## src/rtl/sdram_ref_pkg.sv

```systemverilog
package sdram_ref_pkg;

  typedef enum logic [1:0] {
    CMD_NOP  = 2'd0,
    CMD_PALL = 2'd1,
    CMD_AREF = 2'd2,
    CMD_SREF = 2'd3
  } ref_cmd_e;

  typedef enum logic [3:0] {
    S_IDLE, S_PRE, S_TRP, S_AREF, S_TRC,
    S_SRE, S_SRH, S_SRX, S_BAR, S_BRC
  } seq_state_e;

  function automatic int interval_cycles(input int clk_mhz, input int window_us,
                                         input int rows);
    int v;
    v = (clk_mhz * window_us) / rows;
    return (v < 1) ? 1 : v;
  endfunction

  function automatic int max2(input int a, input int b);
    return (a > b) ? a : b;
  endfunction

  function automatic int recovery_cycles(input int xnop, input int trc);
    return max2(xnop, trc);
  endfunction

  function automatic int width_for(input int top);
    return (top < 2) ? 1 : $clog2(top + 1);
  endfunction

endpackage

```

## src/rtl/ref_timer.sv

```systemverilog
module ref_timer #(
  parameter int INTERVAL = 2078
) (
  input  logic clk,
  input  logic rst_n,
  input  logic restart,
  output logic tick
);
  import sdram_ref_pkg::*;

  localparam int TW = width_for(INTERVAL - 1);

  logic [TW-1:0] cnt;

  assign tick = (cnt == '0);

  always_ff @(posedge clk) begin
    if (!rst_n) begin
      cnt <= TW'(INTERVAL - 1);
    end else if (restart || tick) begin
      cnt <= TW'(INTERVAL - 1);
    end else begin
      cnt <= cnt - 1'b1;
    end
  end

  generate
    if (INTERVAL > 1) begin : g_spacing

      tick_spacing_chk: assert property (@(posedge clk) disable iff (!rst_n)
        tick |=> !tick);

      restart_reload_chk: assert property (@(posedge clk) disable iff (!rst_n)
        restart |=> !tick);
    end
  endgenerate

endmodule

```

## src/rtl/ref_pending.sv

```systemverilog
module ref_pending #(
  parameter int MAX_PEND = 8
) (
  input  logic clk,
  input  logic rst_n,
  input  logic tick,
  input  logic dec,
  input  logic freeze,
  input  logic clear,
  output logic pend_nz,
  output logic pend_full
);
  import sdram_ref_pkg::*;

  localparam int PW = width_for(MAX_PEND);

  logic [PW-1:0] cnt;
  logic          inc;

  assign inc       = tick && !freeze;
  assign pend_nz   = (cnt != '0);
  assign pend_full = (cnt == PW'(MAX_PEND));

  always_ff @(posedge clk) begin
    if (!rst_n) begin
      cnt <= '0;
    end else if (clear) begin
      cnt <= '0;
    end else if (inc && !dec) begin
      if (!pend_full) cnt <= cnt + 1'b1;
    end else if (!inc && dec) begin
      cnt <= cnt - 1'b1;
    end
  end


  both_events_hold_chk: assert property (@(posedge clk) disable iff (!rst_n)
    (inc && dec && !clear) |=> $stable(cnt));

  no_underflow_chk: assert property (@(posedge clk) disable iff (!rst_n)
    dec |-> pend_nz);

  saturate_chk: assert property (@(posedge clk) disable iff (!rst_n)
    (pend_full && inc && !dec && !clear) |=> pend_full);

  frozen_no_consume_chk: assert property (@(posedge clk) disable iff (!rst_n)
    dec |-> !freeze);

endmodule

```

## src/rtl/ref_seq.sv

```systemverilog
module ref_seq #(
  parameter int T_RP     = 3,
  parameter int T_RC     = 9,
  parameter int T_RAS    = 6,
  parameter int RECOV    = 9,
  parameter int REF_ROWS = 4096
) (
  input  logic       clk,
  input  logic       rst_n,
  input  logic       ctl_burst,
  input  logic       ctl_yield,
  input  logic       sr_req,
  input  logic       pend_nz,
  input  logic       pend_full,
  output logic       ctl_grant,
  output logic [1:0] cmd,
  output logic       cke,
  output logic       ar_norm,
  output logic       freeze,
  output logic       restart
);
  import sdram_ref_pkg::*;

  localparam int CW = width_for(max2(max2(T_RP, T_RC), max2(T_RAS, RECOV)));
  localparam int RW = width_for(REF_ROWS - 1);

  seq_state_e    state;
  logic [CW-1:0] cnt;
  logic [RW-1:0] rows_left;
  logic          pur_sr;
  logic          cnt_done;
  logic          ev_take;
  logic          ev_take_sr;

  assign cnt_done   = (cnt == '0);
  assign ev_take    = !ctl_burst && (pend_full || (ctl_yield && (sr_req || pend_nz)));
  assign ev_take_sr = !pend_full && sr_req;
  assign ctl_grant  = (state == S_IDLE);
  assign ar_norm    = (state == S_AREF);
  assign cke        = !((state == S_SRE) || (state == S_SRH));
  assign freeze     = (state == S_SRE) || (state == S_SRH) || (state == S_SRX) ||
                      (state == S_BAR) || (state == S_BRC);
  assign restart    = (state == S_BRC) && cnt_done && (rows_left == '0);

  always_comb begin
    case (state)
      S_PRE:         cmd = CMD_PALL;
      S_AREF, S_BAR: cmd = CMD_AREF;
      S_SRE:         cmd = CMD_SREF;
      default:       cmd = CMD_NOP;
    endcase
  end

  always_ff @(posedge clk) begin
    if (!rst_n) begin
      state     <= S_IDLE;
      cnt       <= '0;
      rows_left <= '0;
      pur_sr    <= 1'b0;
    end else begin
      case (state)
        S_IDLE: if (ev_take) begin
          state  <= S_PRE;
          pur_sr <= ev_take_sr;
        end
        S_PRE: begin
          state <= S_TRP;
          cnt   <= CW'(T_RP - 2);
        end
        S_TRP: if (cnt_done) state <= pur_sr ? S_SRE : S_AREF;
               else cnt <= cnt - 1'b1;
        S_AREF: begin
          state <= S_TRC;
          cnt   <= CW'(T_RC - 2);
        end
        S_TRC: if (cnt_done) state <= S_IDLE;
               else cnt <= cnt - 1'b1;
        S_SRE: begin
          state <= S_SRH;
          cnt   <= CW'(T_RAS - 2);
        end
        S_SRH: if (!cnt_done) cnt <= cnt - 1'b1;
               else if (!sr_req) begin
                 state <= S_SRX;
                 cnt   <= CW'(RECOV - 1);
               end
        S_SRX: if (cnt_done) begin
                 state     <= S_BAR;
                 rows_left <= RW'(REF_ROWS - 1);
               end else cnt <= cnt - 1'b1;
        S_BAR: begin
          state <= S_BRC;
          cnt   <= CW'(T_RC - 2);
        end
        S_BRC: if (!cnt_done) cnt <= cnt - 1'b1;
               else if (rows_left == '0) state <= S_IDLE;
               else begin
                 rows_left <= rows_left - 1'b1;
                 state     <= S_BAR;
               end
        default: state <= S_IDLE;
      endcase
    end
  end


  grant_after_burst_chk: assert property (@(posedge clk) disable iff (!rst_n)
    $fell(ctl_grant) |-> !$past(ctl_burst));

  refresh_after_rp_chk: assert property (@(posedge clk) disable iff (!rst_n)
    ar_norm |-> ($past(state) == S_TRP));

  cke_hold_chk: assert property (@(posedge clk) disable iff (!rst_n)
    ((state == S_SRH) && sr_req) |=> !cke);

  idle_quiet_chk: assert property (@(posedge clk) disable iff (!rst_n)
    ctl_grant |-> ((cmd == CMD_NOP) && cke));

  urgent_first_chk: assert property (@(posedge clk) disable iff (!rst_n)
    (ctl_grant && !ctl_burst && pend_full) |=> ((state == S_PRE) && !pur_sr));

endmodule

```

## src/rtl/sdram_refresh_mgr.sv

```systemverilog
module sdram_refresh_mgr #(
  parameter int CLK_MHZ       = 133,
  parameter int STD_WINDOW_US = 64000,
  parameter int HOT_WINDOW_US = 16000,
  parameter bit HOT_GRADE     = 1'b0,
  parameter int REF_ROWS      = 4096,
  parameter int MAX_PEND      = 8,
  parameter int T_RP          = 3,
  parameter int T_RC          = 9,
  parameter int T_RAS         = 6,
  parameter int T_XNOP        = 2
) (
  input  logic       clk,
  input  logic       rst_n,
  input  logic       ctl_burst,
  input  logic       ctl_yield,
  input  logic       sr_req,
  output logic       ctl_grant,
  output logic [1:0] ref_cmd,
  output logic       cke,
  output logic       ref_req,
  output logic       ref_urgent
);
  import sdram_ref_pkg::*;

  localparam int WINDOW_US = HOT_GRADE ? HOT_WINDOW_US : STD_WINDOW_US;
  localparam int INTERVAL  = interval_cycles(CLK_MHZ, WINDOW_US, REF_ROWS);
  localparam int RECOV     = recovery_cycles(T_XNOP, T_RC);

  logic tick;
  logic restart;
  logic ar_norm;
  logic freeze;
  logic pend_nz;
  logic pend_full;

  ref_timer #(.INTERVAL(INTERVAL)) u_timer (
    .clk(clk), .rst_n(rst_n), .restart(restart), .tick(tick)
  );

  ref_pending #(.MAX_PEND(MAX_PEND)) u_pend (
    .clk(clk), .rst_n(rst_n), .tick(tick), .dec(ar_norm), .freeze(freeze),
    .clear(restart), .pend_nz(pend_nz), .pend_full(pend_full)
  );

  ref_seq #(
    .T_RP(T_RP), .T_RC(T_RC), .T_RAS(T_RAS), .RECOV(RECOV), .REF_ROWS(REF_ROWS)
  ) u_seq (
    .clk(clk), .rst_n(rst_n), .ctl_burst(ctl_burst), .ctl_yield(ctl_yield),
    .sr_req(sr_req), .pend_nz(pend_nz), .pend_full(pend_full),
    .ctl_grant(ctl_grant), .cmd(ref_cmd), .cke(cke), .ar_norm(ar_norm),
    .freeze(freeze), .restart(restart)
  );

  assign ref_req    = pend_nz;
  assign ref_urgent = pend_full;

endmodule

```

## config.mk

```make
export PLATFORM = sky130hd
export DESIGN_NAME = sdram_refresh_mgr
export DESIGN_NICKNAME = d
export VERILOG_FILES = /design/src/rtl/sdram_ref_pkg.sv /design/src/rtl/ref_timer.sv /design/src/rtl/ref_pending.sv /design/src/rtl/ref_seq.sv /design/src/rtl/sdram_refresh_mgr.sv
export SDC_FILE = /design/constraint.sdc
export NUM_CORES = 1
export LEC_CHECK = 0
export BUFFER_PORTS_ARGS = -buffer_cell sky130_fd_sc_hd__buf_2
export CAP_MARGIN = 20
export CORE_ASPECT_RATIO = 1.5
export CORE_MARGIN = 2
export CORE_UTILIZATION = 40
export CTS_BUF_LIST = sky130_fd_sc_hd__clkbuf_8 sky130_fd_sc_hd__clkbuf_16
export DETAILED_ROUTE_END_ITERATION = 8
export GPL_TIMING_DRIVEN = 0
export PLACE_DENSITY = 0.57
export SLEW_MARGIN = 5
export SYNTH_ARGS = -nofsm -noshare
export SYNTH_HDL_FRONTEND = slang
export SYNTH_SLANG_ARGS = --single-unit
```

## constraint.sdc

```tcl
create_clock -name clk -period 2.7 [get_ports clk]
set_clock_uncertainty 0.1 [all_clocks]
set_input_delay 0.135 -clock clk [delete_from_list [all_inputs] [get_ports clk]]
set_output_delay 0.135 -clock clk [all_outputs]
set_load 0.05 [all_outputs]
```

### Word-level counts from Yosys, hierarchy flattened

Index checks and enable logic that the tools add are counted.

| word-level totals | value |
|---|---|
| output and inout bits | 6 |
| input bits | 5 |
| bits in registers | 37 |

| operators by class | value |
|---|---|
| add/subtract/negate cells | 5 |
| bitwise operators | 1 |
| reduce and logical (&&, ||, !) cells | 38 |
| mux-type cells | 22 |
| eq/ne operators | 21 |

Operators with widths:

| kind | number |
|---|---|
| 4-bit 2-to-1 mux | 14 |
| 4-bit case mux with 10 select lines | 1 |
| 12-bit 2-to-1 mux | 3 |
| 12-bit zero test | 2 |
| 12-bit case mux with 2 select lines | 1 |
| 12-bit by 1-bit subtractor with 12-bit output (second input constant) | 2 |
| 4-bit case mux with 5 select lines | 1 |
| 4-bit by 3-bit equality test with 1-bit output (second input constant) | 4 |
| 4-bit equality test (second input constant) | 3 |
| 2-bit by 1-bit != test with 1-bit output (second input constant) | 6 |
| 4-bit by 2-bit equality test with 1-bit output (second input constant) | 2 |
| 1-bit logical AND | 8 |
| 4-bit zero test | 2 |
| 2-bit != test (second input constant) | 4 |
| 4-bit by 1-bit subtractor with 4-bit output (second input constant) | 2 |
| 1-bit logical OR | 7 |
| 7-bit AND reduction | 1 |
| 1-bit zero test | 6 |
| 2-bit case mux with 3 select lines | 1 |
| 2-bit OR reduction | 3 |
| 5-bit nonzero test | 1 |
| 4-bit by 1-bit adder with 4-bit output (second input constant) | 1 |
| 4-bit by 1-bit equality test with 1-bit output (second input constant) | 1 |
| 2-bit AND reduction | 2 |
| 8 further kinds | 9 |

### Logic depth before layout (Yosys ltp)

Gate-level depths: netlist (run 1).

| depth | value |
|---|---|
| depth after elaboration | 11 |
| gate-level depth with buffers | 11 |

### Hierarchy

From an unflattened synthesis (run 1), not the netlist that was laid out.

| second synthesis, totals | value |
|---|---|
| cells, all modules | 285 |
| area, all modules | 2403.6 µm² |

Modules (own cells, without submodules):

| module | cells each | times used | area an instance (µm²) |
|---|---|---|---|
| ref_seq | 189 | 1 | 1534.0 |
| ref_timer | 62 | 1 | 573.0 |
| ref_pending | 34 | 1 | 296.5 |

### Worst setup path after synthesis (run 1)

No wires, ideal clock.

| path | value |
|---|---|
| path kind | register to register |
| start point | register u_pend.cnt[0] |
| end point | register u_pend.cnt[1] |
| path slack | -610 ps |
| cell stages (with the launch flop) | 6 |
| setup time | 130 ps |
| clock period less this slack | 3310 ps |
| arrival | 3081 ps |
| path through | dfxtp_1 nor4b_1 a211oi_1 mux2i_1 mux2i_1 nor2_1 |

| between the ends | value |
|---|---|
| longest elaborated chain between the ends | 3 |

RTL lines:

| item | RTL line | text |
|---|---|---|
| start, declared | ref_pending.sv:17 | `logic [PW-1:0] cnt;` |
| start signal, assigned | ref_pending.sv:30 | `if (!pend_full) cnt <= cnt + 1'b1;` |
| start signal, assigned | ref_pending.sv:32 | `cnt <= cnt - 1'b1;` |
| 4-bit equality test | ref_pending.sv:22 | `assign pend_full = (cnt == PW'(MAX_PEND));` |
| named net ref_urgent | sdram_refresh_mgr.sv:22 | `output logic ref_urgent` |
| 2-bit != test (no line) | -- |  |
| 2-bit AND reduction (no line) | -- |  |

The timed path passes the listed nets, and every way through them passes these cells. The select of a mux whose other input is x is not followed.
A chain may end at the register's enable or synchronous reset.

### Worst setup path after layout (run 1)

| path | value |
|---|---|
| start point | register u_timer.cnt[4] |
| end point | register u_pend.cnt[3] |

| between the ends | value |
|---|---|
| longest elaborated chain between the ends | 6 |

RTL lines:

| item | RTL line | text |
|---|---|---|
| start, declared | ref_timer.sv:13 | `logic [TW-1:0] cnt;` |
| start signal, assigned | ref_timer.sv:19 | `cnt <= TW'(INTERVAL - 1);` |
| start signal, assigned | ref_timer.sv:21 | `cnt <= TW'(INTERVAL - 1);` |
| start signal, assigned | ref_timer.sv:23 | `cnt <= cnt - 1'b1;` |
| 12-bit zero test * | ref_timer.sv:15 | `assign tick = (cnt == '0);` |
| 1-bit logical AND * | ref_pending.sv:20 | `assign inc = tick && !freeze;` |
| 1-bit zero test | ref_pending.sv:31 | `end else if (!inc && dec) begin` |
| 1-bit logical AND | ref_pending.sv:31 |  |
| 2-bit nonzero test (no line) | -- |  |
| 2-bit AND reduction (no line) | -- |  |

Mark *: on every way between the ends. The rest lies on a longest branch, timed or not.

==> run_summary.xml, run 1 <==
<?xml version="1.0" encoding="UTF-8"?>
<metrics>
  <group name="global_route">
    <metric name="number_of_global_route_vias_before_repair" unit="">2045</metric>
    <metric name="grt_max_degree" unit="">13</metric>
    <metric name="antenna_found_initial" unit="">0</metric>
    <metric name="gr-total-overflow" unit="">0</metric>
    <metric name="gr-usage-all-layers" unit="">0.184</metric>
    <metric name="grt_pass1_wl" unit="um">9400</metric>
  </group>
  <group name="worst_hold_path">
    <metric name="hold_path.class" unit="">input port to flip-flop</metric>
    <metric name="hold-path-endpoint" unit="">u_seq.pur_sr</metric>
    <metric name="worst_hold_path_depth" unit="">3</metric>
    <metric name="hold_path_startpoint" unit="">sr_req</metric>
  </group>
  <group name="placed_design">
    <metric name="place_worst_setup_slack" unit="ns">-0.115</metric>
    <metric name="hpwlAfterDp" unit="um">4080</metric>
    <metric name="port_buffers" unit="">10</metric>
    <metric name="gpl.final_weighted_congestion" unit="">0.840</metric>
  </group>
  <group name="layout">
    <metric name="fin_nets" unit="">320</metric>
    <metric name="area.growth.synth_to_final" unit="%">12.7</metric>
    <metric name="layout_common_cells" unit="">sky130_fd_sc_hd__dfxtp_1, sky130_fd_sc_hd__nor2_1, sky130_fd_sc_hd__a21oi_1, sky130_fd_sc_hd__nand2_1, sky130_fd_sc_hd__xor2_1</metric>
    <metric name="drive_gt1_frac" unit="">0.148</metric>
    <metric name="seq_area" unit="sq um">742</metric>
    <metric name="diodes" unit="">0</metric>
    <metric name="finalCoreUtilization" unit="">0.465</metric>
    <metric name="multi_input_area" unit="sq um">1540</metric>
    <metric name="commonest_non_fill_non_tap_cell_in_the_layout" unit="">sky130_fd_sc_hd__dfxtp_1</metric>
    <metric name="fillcell_total" unit="">600</metric>
  </group>
  <group name="setup_path">
    <metric name="path_max_fanout" unit="">4</metric>
    <metric name="rr_endpoint" unit="">u_pend.cnt[3]</metric>
    <metric name="worstRegToRegCells" unit="">9</metric>
    <metric name="crit_required" unit="ns">2.82</metric>
    <metric name="worstSetupPathType" unit="">flip-flop to flip-flop</metric>
    <metric name="crit_path_cell_trace" unit="">or4_4, nor4_4, nand3_2, buf_4, ha_1, a21oi_2, nand3b_1, a21o_1, a21oi_1</metric>
    <metric name="critical-path-max-stage-delay" unit="ns">0.57</metric>
    <metric name="rrSetupSlack" unit="ns">0.13</metric>
    <metric name="critical_path.reg2reg.startpoint" unit="">u_timer.cnt[4]</metric>
    <metric name="setup.worst_path.end_class" unit="">flip-flop</metric>
    <metric name="critPathArrivalTime" unit="ns">2.69</metric>
    <metric name="crit_slowest_cell" unit="">sky130_fd_sc_hd__or4_4</metric>
    <metric name="timing.critical_path.from_type" unit="">flip-flop</metric>
  </group>
  <group name="floorplanning">
    <metric name="placement_rows" unit="">34</metric>
    <metric name="dieArea" unit="sq um">6570</metric>
    <metric name="io_pins" unit="">11</metric>
    <metric name="chipHeight" unit="um">98.2</metric>
    <metric name="floorplan.initialDensity" unit="">0.412</metric>
    <metric name="core_area" unit="sq um">5740</metric>
    <metric name="die_width" unit="um">66.8</metric>
  </group>
  <group name="clocking">
    <metric name="htree_num_levels" unit="">2</metric>
    <metric name="cts_tree" unit="">done</metric>
    <metric name="ctsLongestPathBuffers" unit="">2</metric>
    <metric name="cts-buffers-inserted" unit="">5</metric>
    <metric name="cts.root.buffer_cell" unit="">sky130_fd_sc_hd__clkbuf_8</metric>
    <metric name="cts_hold_repair.buffers" unit="">0</metric>
    <metric name="clock_slew_at_the_register_clock_pins_of_the_worst_setup_and_hold_paths" unit="ns">0.08</metric>
    <metric name="numClockSinks" unit="">37</metric>
    <metric name="worst_skew_pair.late_latency" unit="ns">0.29</metric>
  </group>
  <group name="timing">
    <metric name="final.hold.worst_slack" unit="ns">0.0672</metric>
    <metric name="worstMarginPinSlew" unit="ns">0.748</metric>
    <metric name="report.final.hold_viol_count" unit="">0</metric>
    <metric name="timing.final.setup_violations" unit="">0</metric>
    <metric name="slew_headroom" unit="">0.500</metric>
    <metric name="totalNegativeSetupSlack" unit="ns">0</metric>
    <metric name="period_minus_slack" unit="ns">2.57</metric>
    <metric name="worst_setup_margin" unit="ns">0.129</metric>
    <metric name="maxClockFrequency" unit="MHz">389</metric>
    <metric name="post-route-period-util" unit="">0.952</metric>
    <metric name="drv_slew" unit="">0</metric>
  </group>
  <group name="pwr">
    <metric name="p_total" unit="W">0.00190</metric>
    <metric name="power_density" unit="nW/um^2">711</metric>
    <metric name="power.ir.vdd_worst" unit="uV">353</metric>
    <metric name="p_leak" unit="nW">0.991</metric>
  </group>
  <group name="run_status">
    <metric name="status" unit="">completed</metric>
  </group>
  <group name="synthesis">
    <metric name="area_of_the_mapped_netlist" unit="sq um">2370</metric>
    <metric name="synth-async-reset-ratio" unit="">0</metric>
    <metric name="number_of_enable_type_register_cells_in_the_synthesized_netlist" unit="">0</metric>
    <metric name="synth.distinct_cells" unit="">53</metric>
    <metric name="syn_avg_cell_area" unit="sq um">8.20</metric>
    <metric name="ys_warn_count" unit="">0</metric>
    <metric name="postSynthNetCount" unit="">300</metric>
    <metric name="synth_seq_area_share" unit="">0.313</metric>
    <metric name="synthFlopType" unit="">sky130_fd_sc_hd__dfxtp_1</metric>
    <metric name="cell_count_after_synthesis" unit="">289</metric>
    <metric name="ys_ff_latch" unit="">37</metric>
  </group>
  <group name="detailed_routing">
    <metric name="drt_iter0_drc" unit="">64</metric>
    <metric name="route.detailed.wl_per_inst" unit="um">14.7</metric>
    <metric name="total_vias_in_the_final_route" unit="">2148</metric>
    <metric name="post_drt_via_cell_ratio" unit="">5.62</metric>
    <metric name="totalWireLength" unit="um">5610</metric>
    <metric name="drcViolationCount" unit="">0</metric>
    <metric name="postRouteAntennaNets" unit="">0</metric>
    <metric name="first_pass_iters" unit="">4</metric>
  </group>
  <group name="flow_run">
    <metric name="timing.max_cap.violations" unit="">0</metric>
  </group>
</metrics>
[power breakdown]
part           switching [W]  leakage (nW)  internal, W
Combinational       0.000520         0.632     0.000277
Sequential         0.0000353         0.299     0.000586
Clock               0.000205        0.0595     0.000274
Total               0.000761         0.991      0.00114
[layout make-up]
class,count,share of cell area
plain buffers,17,0.0281
clock buffers,5,0.0258
clock inverters,3,0.0159
inverters,9,0.0127
multi-input cells,226,0.579
flip-flops and latches,37,0.278
well taps,72,0.0338
repair buffers,13,0.0272
[critical path: cells and delay by family, from the launching register on]
| family | cells | cell delay (ns) |
|---|---|---|
| AOI/OAI and AO/OA | 3 | 0.39 |
| adders and majority gates | 1 | 0.32 |
| buffers and inverters | 1 | 0.15 |
| DFF | 1 | 0.34 |
| and+or+nand+nor | 4 | 1.21 |
[kinds of logic (layout without fill, tap and decap cells)]
| logic type | after synthesis | after routing | share of synthesized area |
|---|---|---|---|
| flops | 37 | 37 | 0.313 |
| xor+xnor | 22 | 22 | 0.0814 |
| fa+ha+maj | 7 | 7 | 0.0391 |
| buf+inv | 26 | 47 | 0.0460 |
| mux | 6 | 6 | 0.0254 |
| compound gates | 75 | 75 | 0.218 |
| simple gates | 116 | 116 | 0.277 |
[what timing repair did]
item,4_1_cts,5_1_grt
endpoints found under the setup margin,1,1
resized for setup,1,3
cloned,0,0
buffers inserted,1,2
pin swaps,1,2
[routing by layer]
metal | wire [um] | vias to the layer above | global-route usage
met3 | 150 | 9 | 0.0311
met2 | 2820 | 37 | 0.305
met4 | 127 | 0 | 0.0785
met5 | 0 | - | 0
met1 | 2510 | 1013 | 0.229
li1 | - | 1089 | -
[sequential cells by signal, summed over array words and instances (netlist names)]
register and count:
u_seq.pur_sr 1, u_timer.cnt 12, u_seq.rows_left 12, u_pend.cnt 4, u_seq.cnt 4, u_seq.state 4
[per-stage QoR]
| step | instances | cell area (sq um) |
|---|---|---|
| after floorplan | 289 | 2380 |
| after global placement | 371 | 2520 |
| after detailed placement | 371 | 2520 |
| after CTS | 380 | 2650 |
| after global routing | 382 | 2670 |
| final | 382 | 2670 |
[Yosys cell counts (all sizes together), types with 6 or more instances]
cell | instances | area [sq um]
buf | 6 | 33.8
nor2 | 35 | 131
nor3 | 8 | 40.0
mux2i | 6 | 60.1
xnor2 | 6 | 52.6
xor2 | 16 | 140
o21ai | 11 | 55.1
nand3 | 7 | 35.0
or4 | 6 | 56.3
o211ai | 8 | 60.1
a21oi | 23 | 119
dfxtp | 37 | 741
inv | 9 | 33.8
clkbuf | 11 | 41.3
nand2 | 19 | 71.3
[worst max path at each step]
stage / startpoint / end / slack (ns)
final: u_timer.cnt[4] / u_pend.cnt[3] / 0.13
after global routing: u_timer.cnt[4] / u_pend.cnt[3] / -0.001
after global placement: u_timer.cnt[4] / u_pend.cnt[3] / -0.11
after CTS: u_timer.cnt[10] / u_pend.cnt[3] / 0.03
after floorplan: u_timer.cnt[4] / u_pend.cnt[3] / 0.12
after detailed placement: u_timer.cnt[4] / u_pend.cnt[3] / -0.11
Power figures use the tool's default switching activity.
==> inputs of run 2 (changes only) <==
--- a/config.mk
+++ b/config.mk
@@ -12,7 +12,6 @@
 export CORE_UTILIZATION = 40
 export CTS_BUF_LIST = sky130_fd_sc_hd__clkbuf_8 sky130_fd_sc_hd__clkbuf_16
 export DETAILED_ROUTE_END_ITERATION = 8
-export GPL_TIMING_DRIVEN = 0
 export PLACE_DENSITY = 0.57
 export SLEW_MARGIN = 5
 export SYNTH_ARGS = -nofsm -noshare
==> constraint.sdc (replaced) <==
create_clock -name clk -period 2.11 [get_ports clk]
set_clock_uncertainty 0.1 [all_clocks]
set_input_delay 0.1055 -clock clk [delete_from_list [all_inputs] [get_ports clk]]
set_output_delay 0.1055 -clock clk [all_outputs]
set_load 0.05 [all_outputs]
==> run 2 against run 1 <==
The flow now finishes with violations (negative setup slack); die area unchanged; highest routed layer unchanged; non-clock buffer count up 18; global-route usage up 1.4 points; total power up 30%; clock-buffer cell count up 1.
==> run_summary.xml, run 2 (same netlist as run 1, synthesis figures left out) <==
<?xml version="1.0" encoding="UTF-8"?>
<metrics>
  <group name="pwr">
    <metric name="p_seq_frac" unit="">0.325</metric>
    <metric name="clock_power_share" unit="">0.219</metric>
    <metric name="internal_power" unit="W">0.00146</metric>
    <metric name="netSwitchingPower" unit="W">0.00100</metric>
    <metric name="sw_frac_of_total" unit="">0.407</metric>
    <metric name="p_leak" unit="nW">1.13</metric>
    <metric name="power_density" unit="nW/um^2">850</metric>
    <metric name="combinationalPowerShare" unit="">0.456</metric>
    <metric name="power.ir.vdd_worst" unit="uV">357</metric>
  </group>
  <group name="clocking">
    <metric name="htree_num_levels" unit="">2</metric>
    <metric name="cts-buffers-inserted" unit="">5</metric>
    <metric name="numClockSinks" unit="">37</metric>
    <metric name="clock_slew_at_the_register_clock_pins_of_the_worst_setup_and_hold_paths" unit="ns">0.08</metric>
    <metric name="ctsLongestPathBuffers" unit="">2</metric>
    <metric name="cts.root.buffer_cell" unit="">sky130_fd_sc_hd__clkbuf_8</metric>
    <metric name="cts_tree" unit="">done</metric>
    <metric name="worst_skew_pair.late_latency" unit="ns">0.30</metric>
  </group>
  <group name="detailed_routing">
    <metric name="post_drt_via_cell_ratio" unit="">5.64</metric>
    <metric name="drt_iter0_drc" unit="">82</metric>
    <metric name="total_vias_in_the_final_route" unit="">2257</metric>
    <metric name="totalWireLength" unit="um">5960</metric>
    <metric name="first_pass_iters" unit="">4</metric>
    <metric name="postRouteAntennaNets" unit="">0</metric>
    <metric name="route.detailed.wl_per_inst" unit="um">14.9</metric>
    <metric name="drcViolationCount" unit="">0</metric>
  </group>
  <group name="placed_design">
    <metric name="gpl.final_weighted_congestion" unit="">0.775</metric>
    <metric name="placed_cells_incl_taps" unit="">391</metric>
    <metric name="place_worst_setup_slack" unit="ns">-0.382</metric>
    <metric name="port_buffers" unit="">10</metric>
    <metric name="hpwlAfterDp" unit="um">4390</metric>
  </group>
  <group name="floorplanning">
    <metric name="chipHeight" unit="um">98.2</metric>
    <metric name="dieArea" unit="sq um">6570</metric>
    <metric name="io_pins" unit="">11</metric>
    <metric name="core_area" unit="sq um">5740</metric>
    <metric name="floorplan.initialDensity" unit="">0.412</metric>
    <metric name="die_width" unit="um">66.8</metric>
    <metric name="placement_rows" unit="">34</metric>
  </group>
  <group name="layout">
    <metric name="area.growth.synth_to_final" unit="%">22.0</metric>
    <metric name="fillcell_total" unit="">557</metric>
    <metric name="diodes" unit="">0</metric>
    <metric name="drive_gt1_frac" unit="">0.256</metric>
    <metric name="finalCoreUtilization" unit="">0.503</metric>
    <metric name="fin_nets" unit="">338</metric>
    <metric name="commonest_non_fill_non_tap_cell_in_the_layout" unit="">sky130_fd_sc_hd__buf_4</metric>
    <metric name="layout_common_cells" unit="">sky130_fd_sc_hd__buf_4, sky130_fd_sc_hd__dfxtp_1, sky130_fd_sc_hd__nor2_1, sky130_fd_sc_hd__a21oi_1, sky130_fd_sc_hd__nand2_1</metric>
    <metric name="layout_top_registers" unit="">u_seq.rows_left: 12 flops, u_timer.cnt: 12 flops</metric>
    <metric name="layout.cells.non_filler" unit="">400</metric>
  </group>
  <group name="timing">
    <metric name="drv_slew" unit="">0</metric>
    <metric name="worst_setup_margin" unit="ns">-0.326</metric>
    <metric name="post-route-period-util" unit="">1.15</metric>
    <metric name="slew_headroom" unit="">0.626</metric>
    <metric name="worstMarginPinSlew" unit="ns">0.560</metric>
    <metric name="period_minus_slack" unit="ns">2.44</metric>
    <metric name="final.hold.worst_slack" unit="ns">0.0288</metric>
    <metric name="timing.final.setup_violations" unit="">4</metric>
    <metric name="maxClockFrequency" unit="MHz">411</metric>
    <metric name="report.final.hold_viol_count" unit="">0</metric>
    <metric name="grt_setup_unrepaired" unit="">yes</metric>
  </group>
  <group name="global_route">
    <metric name="gr-usage-all-layers" unit="">0.197</metric>
    <metric name="gr-total-overflow" unit="">0</metric>
    <metric name="grt_pass1_wl" unit="um">10100</metric>
    <metric name="grt_max_degree" unit="">28</metric>
    <metric name="number_of_global_route_vias_before_repair" unit="">2199</metric>
    <metric name="antenna_found_initial" unit="">0</metric>
  </group>
  <group name="setup_path">
    <metric name="worstSetupPathType" unit="">flip-flop to flip-flop</metric>
    <metric name="path_max_fanout" unit="">3</metric>
    <metric name="timing.critical_path.from_type" unit="">flip-flop</metric>
    <metric name="crit_required" unit="ns">2.21</metric>
    <metric name="critPathArrivalTime" unit="ns">2.54</metric>
    <metric name="setup.worst_path.end_class" unit="">flip-flop</metric>
  </group>
  <group name="flow_run">
    <metric name="timing.max_cap.violations" unit="">0</metric>
  </group>
  <group name="worst_hold_path">
    <metric name="hold_path.class" unit="">input port to flip-flop</metric>
  </group>
  <group name="run_status">
    <metric name="failing_checks" unit="">negative setup slack</metric>
    <metric name="status" unit="">complete, but fails checks</metric>
  </group>
</metrics>
[run 2: changes by cell type in the layout (fill, tap and decap cells not counted), moves of 2 or more]
cell                       previous run  this run
sky130_fd_sc_hd__buf_4                3        38
sky130_fd_sc_hd__buf_1                2         0
sky130_fd_sc_hd__clkbuf_1            11         0
sky130_fd_sc_hd__buf_2               13        10
[run 2: path summary, 6_finish.rpt]
check	from	cells past startpoint	slack, ns	end
setup / recovery	u_timer.cnt[9]	8	-0.33	u_pend.cnt[2]
hold / removal	sr_req	3	0.03	u_seq.pur_sr
setup reg to reg	u_timer.cnt[9]	8	-0.33	u_pend.cnt[2]
hold reg to reg	u_seq.pur_sr	2	0.38	u_seq.pur_sr
[run 2: cell type report]
| class | count | area (sq um) | share of cell area |
|---|---|---|---|
| multi-input cells | 226 | 1590 | 0.551 |
| clock inverters | 2 | 13.8 | 0.00476 |
| flip-flops and latches | 37 | 742 | 0.257 |
| inverters | 9 | 33.8 | 0.0117 |
| clock buffers | 6 | 82.6 | 0.0286 |
| well taps | 72 | 90.1 | 0.0312 |
| repair buffers | 48 | 335 | 0.116 |
[run 2: routing by layer]
metal	up-vias	part of all wire	wire [um]	track usage
met5	-	0	0	0
met4	0	0.023	138	0.0769
met3	12	0.024	144	0.0300
met2	34	0.53	3150	0.361
met1	1083	0.42	2520	0.221
li1	1128	-	-	-
[run 2: per-stage QoR]
stage | power [W] | setup TNS [ns] | area, sq um
after global placement | 0.00188 | -0.809 | 2740
after CTS | 0.00244 | -1.00 | 2850
after global routing | 0.00262 | -1.31 | 2890
after floorplan | 0.00160 | -2.41 | 2390
after detailed placement | 0.00189 | -0.961 | 2740
final | 0.00246 | -0.949 | 2890
[run 2: worst max-delay path: stages, from the launching register on]
cell,delay (ns)
sky130_fd_sc_hd__dfxtp_2,0.32
sky130_fd_sc_hd__or4_4,0.56
sky130_fd_sc_hd__nor4_4,0.32
sky130_fd_sc_hd__nand3_2,0.16
sky130_fd_sc_hd__buf_4,0.17
sky130_fd_sc_hd__fa_1,0.37
sky130_fd_sc_hd__xor2_1,0.17
sky130_fd_sc_hd__mux2i_1,0.12
sky130_fd_sc_hd__nor2_1,0.05
[run 2: power by group through the flow]
stage                     Combinational (W)  Clock (W)  Sequential, W
after floorplan                    0.000802          0       0.000800
after global placement              0.00107          0       0.000813
after detailed placement            0.00108          0       0.000814
after CTS                           0.00109   0.000551       0.000799
after global routing                0.00123   0.000578       0.000810
final                               0.00112   0.000538       0.000800
[run 2: timing repair]
item,in CTS,in global routing
hold buffers,0,0
setup endpoints to repair,5,30
cloned,0,0
buffers inserted,0,1
pin swaps,3,4
hold endpoints to repair,0,0
resized for setup,2,8
==> inputs of run 3 (changes only) <==
--- a/config.mk
+++ b/config.mk
@@ -12,7 +12,9 @@
 export CORE_UTILIZATION = 40
 export CTS_BUF_LIST = sky130_fd_sc_hd__clkbuf_8 sky130_fd_sc_hd__clkbuf_16
 export DETAILED_ROUTE_END_ITERATION = 8
+export GPL_TIMING_DRIVEN = 0
 export PLACE_DENSITY = 0.57
+export REMOVE_ABC_BUFFERS = 1
 export SLEW_MARGIN = 5
 export SYNTH_ARGS = -nofsm -noshare
 export SYNTH_HDL_FRONTEND = slang
==> run 3 against run 2 <==
The flow still finishes with violations (negative setup slack); final area is 4.3% lower; sequential power is 17% higher; first-iteration DRC count is 6.1% higher; setup slack worse by 0.040 ns; total power is 3.4% lower; critical endpoint is now u_pend.cnt[3].
==> run_summary.xml, run 3 (same netlist as run 1, synthesis figures left out) <==
<?xml version="1.0" encoding="UTF-8"?>
<metrics>
  <group name="global_route">
    <metric name="grt_max_degree" unit="">29</metric>
    <metric name="gr-usage-all-layers" unit="">0.179</metric>
    <metric name="number_of_global_route_vias_before_repair" unit="">1999</metric>
    <metric name="gr-total-overflow" unit="">0</metric>
    <metric name="antenna_found_initial" unit="">0</metric>
    <metric name="grt_pass1_wl" unit="um">9180</metric>
  </group>
  <group name="clocking">
    <metric name="cts-buffers-inserted" unit="">5</metric>
    <metric name="cts_tree" unit="">done</metric>
    <metric name="cts.root.buffer_cell" unit="">sky130_fd_sc_hd__clkbuf_8</metric>
    <metric name="worst_skew_pair.late_latency" unit="ns">0.29</metric>
    <metric name="clock_slew_at_the_register_clock_pins_of_the_worst_setup_and_hold_paths" unit="ns">0.08</metric>
    <metric name="htree_num_levels" unit="">2</metric>
    <metric name="ctsLongestPathBuffers" unit="">2</metric>
    <metric name="numClockSinks" unit="">37</metric>
  </group>
  <group name="detailed_routing">
    <metric name="drt_iter0_drc" unit="">87</metric>
    <metric name="post_drt_via_cell_ratio" unit="">5.77</metric>
    <metric name="first_pass_iters" unit="">4</metric>
    <metric name="total_vias_in_the_final_route" unit="">2140</metric>
    <metric name="totalWireLength" unit="um">5640</metric>
    <metric name="postRouteAntennaNets" unit="">0</metric>
    <metric name="drcViolationCount" unit="">0</metric>
    <metric name="route.detailed.wl_per_inst" unit="um">15.2</metric>
  </group>
  <group name="pwr">
    <metric name="p_leak" unit="nW">1.01</metric>
    <metric name="power_density" unit="nW/um^2">859</metric>
    <metric name="power.ir.vdd_worst" unit="uV">598</metric>
  </group>
  <group name="setup_path">
    <metric name="path_common_cell" unit="">sky130_fd_sc_hd__a21oi_2</metric>
    <metric name="critical-path-max-stage-delay" unit="ns">0.56</metric>
    <metric name="critPathArrivalTime" unit="ns">2.60</metric>
    <metric name="rrSetupSlack" unit="ns">-0.37</metric>
    <metric name="crit_path_cell_trace" unit="">or4_4, nor4_4, nand3_2, buf_6, ha_4, a21oi_2, nand3b_1, a21o_1, a21oi_2</metric>
    <metric name="setup.worst_path.end_class" unit="">flip-flop</metric>
    <metric name="worst-path-buf-inv" unit="">1</metric>
    <metric name="crit_slowest_cell" unit="">sky130_fd_sc_hd__or4_4</metric>
    <metric name="worstSetupPathType" unit="">flip-flop to flip-flop</metric>
    <metric name="timing.critical_path.from_type" unit="">flip-flop</metric>
    <metric name="rr_endpoint" unit="">u_pend.cnt[3]</metric>
    <metric name="crit_required" unit="ns">2.24</metric>
    <metric name="path_max_fanout" unit="">3</metric>
    <metric name="worstRegToRegCells" unit="">9</metric>
    <metric name="critical_path.reg2reg.startpoint" unit="">u_timer.cnt[5]</metric>
    <metric name="cpLargestDelayFamily" unit="">simple AND/OR/NAND/NOR gates</metric>
  </group>
  <group name="placed_design">
    <metric name="gpl.final_weighted_congestion" unit="">0.790</metric>
    <metric name="post_dp_cell_area" unit="sq um">2430</metric>
    <metric name="place_worst_setup_slack" unit="ns">-0.665</metric>
    <metric name="hpwlAfterDp" unit="um">3810</metric>
    <metric name="port_buffers" unit="">10</metric>
  </group>
  <group name="timing">
    <metric name="timing.final.setup_violations" unit="">4</metric>
    <metric name="final.hold.worst_slack" unit="ns">0.0351</metric>
    <metric name="slew_headroom" unit="">0.464</metric>
    <metric name="worstMarginPinSlew" unit="ns">0.793</metric>
    <metric name="grt_setup_unrepaired" unit="">yes</metric>
    <metric name="totalNegativeSetupSlack" unit="ns">-1.11</metric>
    <metric name="post-route-period-util" unit="">1.17</metric>
    <metric name="report.final.hold_viol_count" unit="">0</metric>
    <metric name="drv_slew" unit="">0</metric>
    <metric name="maxClockFrequency" unit="MHz">404</metric>
    <metric name="period_minus_slack" unit="ns">2.48</metric>
    <metric name="worst_setup_margin" unit="ns">-0.366</metric>
  </group>
  <group name="floorplanning">
    <metric name="floorplan.initialDensity" unit="">0.412</metric>
    <metric name="core_area" unit="sq um">5740</metric>
    <metric name="io_pins" unit="">11</metric>
    <metric name="dieArea" unit="sq um">6570</metric>
    <metric name="chipHeight" unit="um">98.2</metric>
    <metric name="placement_rows" unit="">34</metric>
    <metric name="die_width" unit="um">66.8</metric>
  </group>
  <group name="worst_hold_path">
    <metric name="hold-path-endpoint" unit="">u_seq.pur_sr</metric>
    <metric name="worst_hold_path_depth" unit="">3</metric>
    <metric name="hold_path.class" unit="">input port to flip-flop</metric>
    <metric name="hold_path_startpoint" unit="">sr_req</metric>
  </group>
  <group name="layout">
    <metric name="drive_gt1_frac" unit="">0.231</metric>
    <metric name="finalCoreUtilization" unit="">0.482</metric>
    <metric name="layout_top_registers" unit="">u_seq.rows_left: 12 flops, u_timer.cnt: 12 flops</metric>
    <metric name="diodes" unit="">0</metric>
    <metric name="area.growth.synth_to_final" unit="%">16.8</metric>
    <metric name="finalInstanceArea" unit="sq um">2770</metric>
    <metric name="layout_common_cells" unit="">sky130_fd_sc_hd__nor2_1, sky130_fd_sc_hd__dfxtp_1, sky130_fd_sc_hd__a21oi_1, sky130_fd_sc_hd__nand2_1, sky130_fd_sc_hd__xor2_1</metric>
    <metric name="fin_nets" unit="">310</metric>
    <metric name="commonest_non_fill_non_tap_cell_in_the_layout" unit="">sky130_fd_sc_hd__nor2_1</metric>
  </group>
  <group name="run_status">
    <metric name="failing_checks" unit="">negative setup slack</metric>
    <metric name="status" unit="">complete, but fails checks</metric>
  </group>
  <group name="flow_run">
    <metric name="timing.max_cap.violations" unit="">0</metric>
  </group>
</metrics>
-- run 3: cell count changes in the layout (fill, tap and decap cells not counted), sizes merged --
cell	change
buf	-30
nand4b	+1
clkinv	-2
or3b	+1
inv	+1
-- run 3: worst max path at each step --
| stage | startpoint | to | depth (start not counted) | slack [ns] |
|---|---|---|---|---|
| after detailed placement | u_timer.cnt[4] | u_pend.cnt[3] | 9 | -0.67 |
| after global routing | u_timer.cnt[5] | u_pend.cnt[3] | 9 | -0.49 |
| final | u_timer.cnt[5] | u_pend.cnt[3] | 9 | -0.37 |
| after floorplan | u_pend.cnt[0] | u_pend.cnt[1] | 5 | -1.20 |
| after CTS | u_timer.cnt[9] | u_pend.cnt[3] | 9 | -0.35 |
| after global placement | u_timer.cnt[4] | u_pend.cnt[3] | 9 | -0.65 |
-- run 3: timing repair --
action	4_1_cts	5_1_grt
setup buffers	5	3
hold buffers	0	0
cloned	0	2
pin swaps	6	7
gates resized for setup	20	19
hold endpoints to repair	0	0
endpoints found under the setup margin	38	34
-- run 3: tightest hold or removal path, stage by stage --
cell                      delay, ns
sky130_fd_sc_hd__buf_2         0.12
sky130_fd_sc_hd__inv_1         0.08
sky130_fd_sc_hd__o41ai_1       0.08
-- run 3: power by group --
group | total, W | leakage, nW | switching, W | internal [W]
sequential | 0.000938 | 0.304 | 0.000182 | 0.000756
clock | 0.000495 | 0.0485 | 0.000240 | 0.000254
combinational | 0.000943 | 0.659 | 0.000560 | 0.000383
-- run 3: through the flow --
stage / instances / total power, W
finish: 371 / 0.00238
global route: 371 / 0.00252
CTS: 366 / 0.00229
detailed placement: 354 / 0.00176
global placement: 354 / 0.00175
floorplan: 272 / 0.00154
-- run 3: final cells by class --
class / count / area, sq um
tap: 72 / 90.1
sequential: 37 / 757
multi-input combinational: 228 / 1690
fill: 590 / 2980
clock inverter: 1 / 3.75
clock buffer: 6 / 82.6
timing repair buffer: 18 / 114
inverter: 9 / 33.8
-- run 3: routing by layer --
| metal | share of wire | track usage |
|---|---|---|
| met4 | 0.027 | 0.0848 |
| met5 | 0 | 0 |
| met2 | 0.53 | 0.305 |
| met1 | 0.41 | 0.212 |
| met3 | 0.028 | 0.0334 |
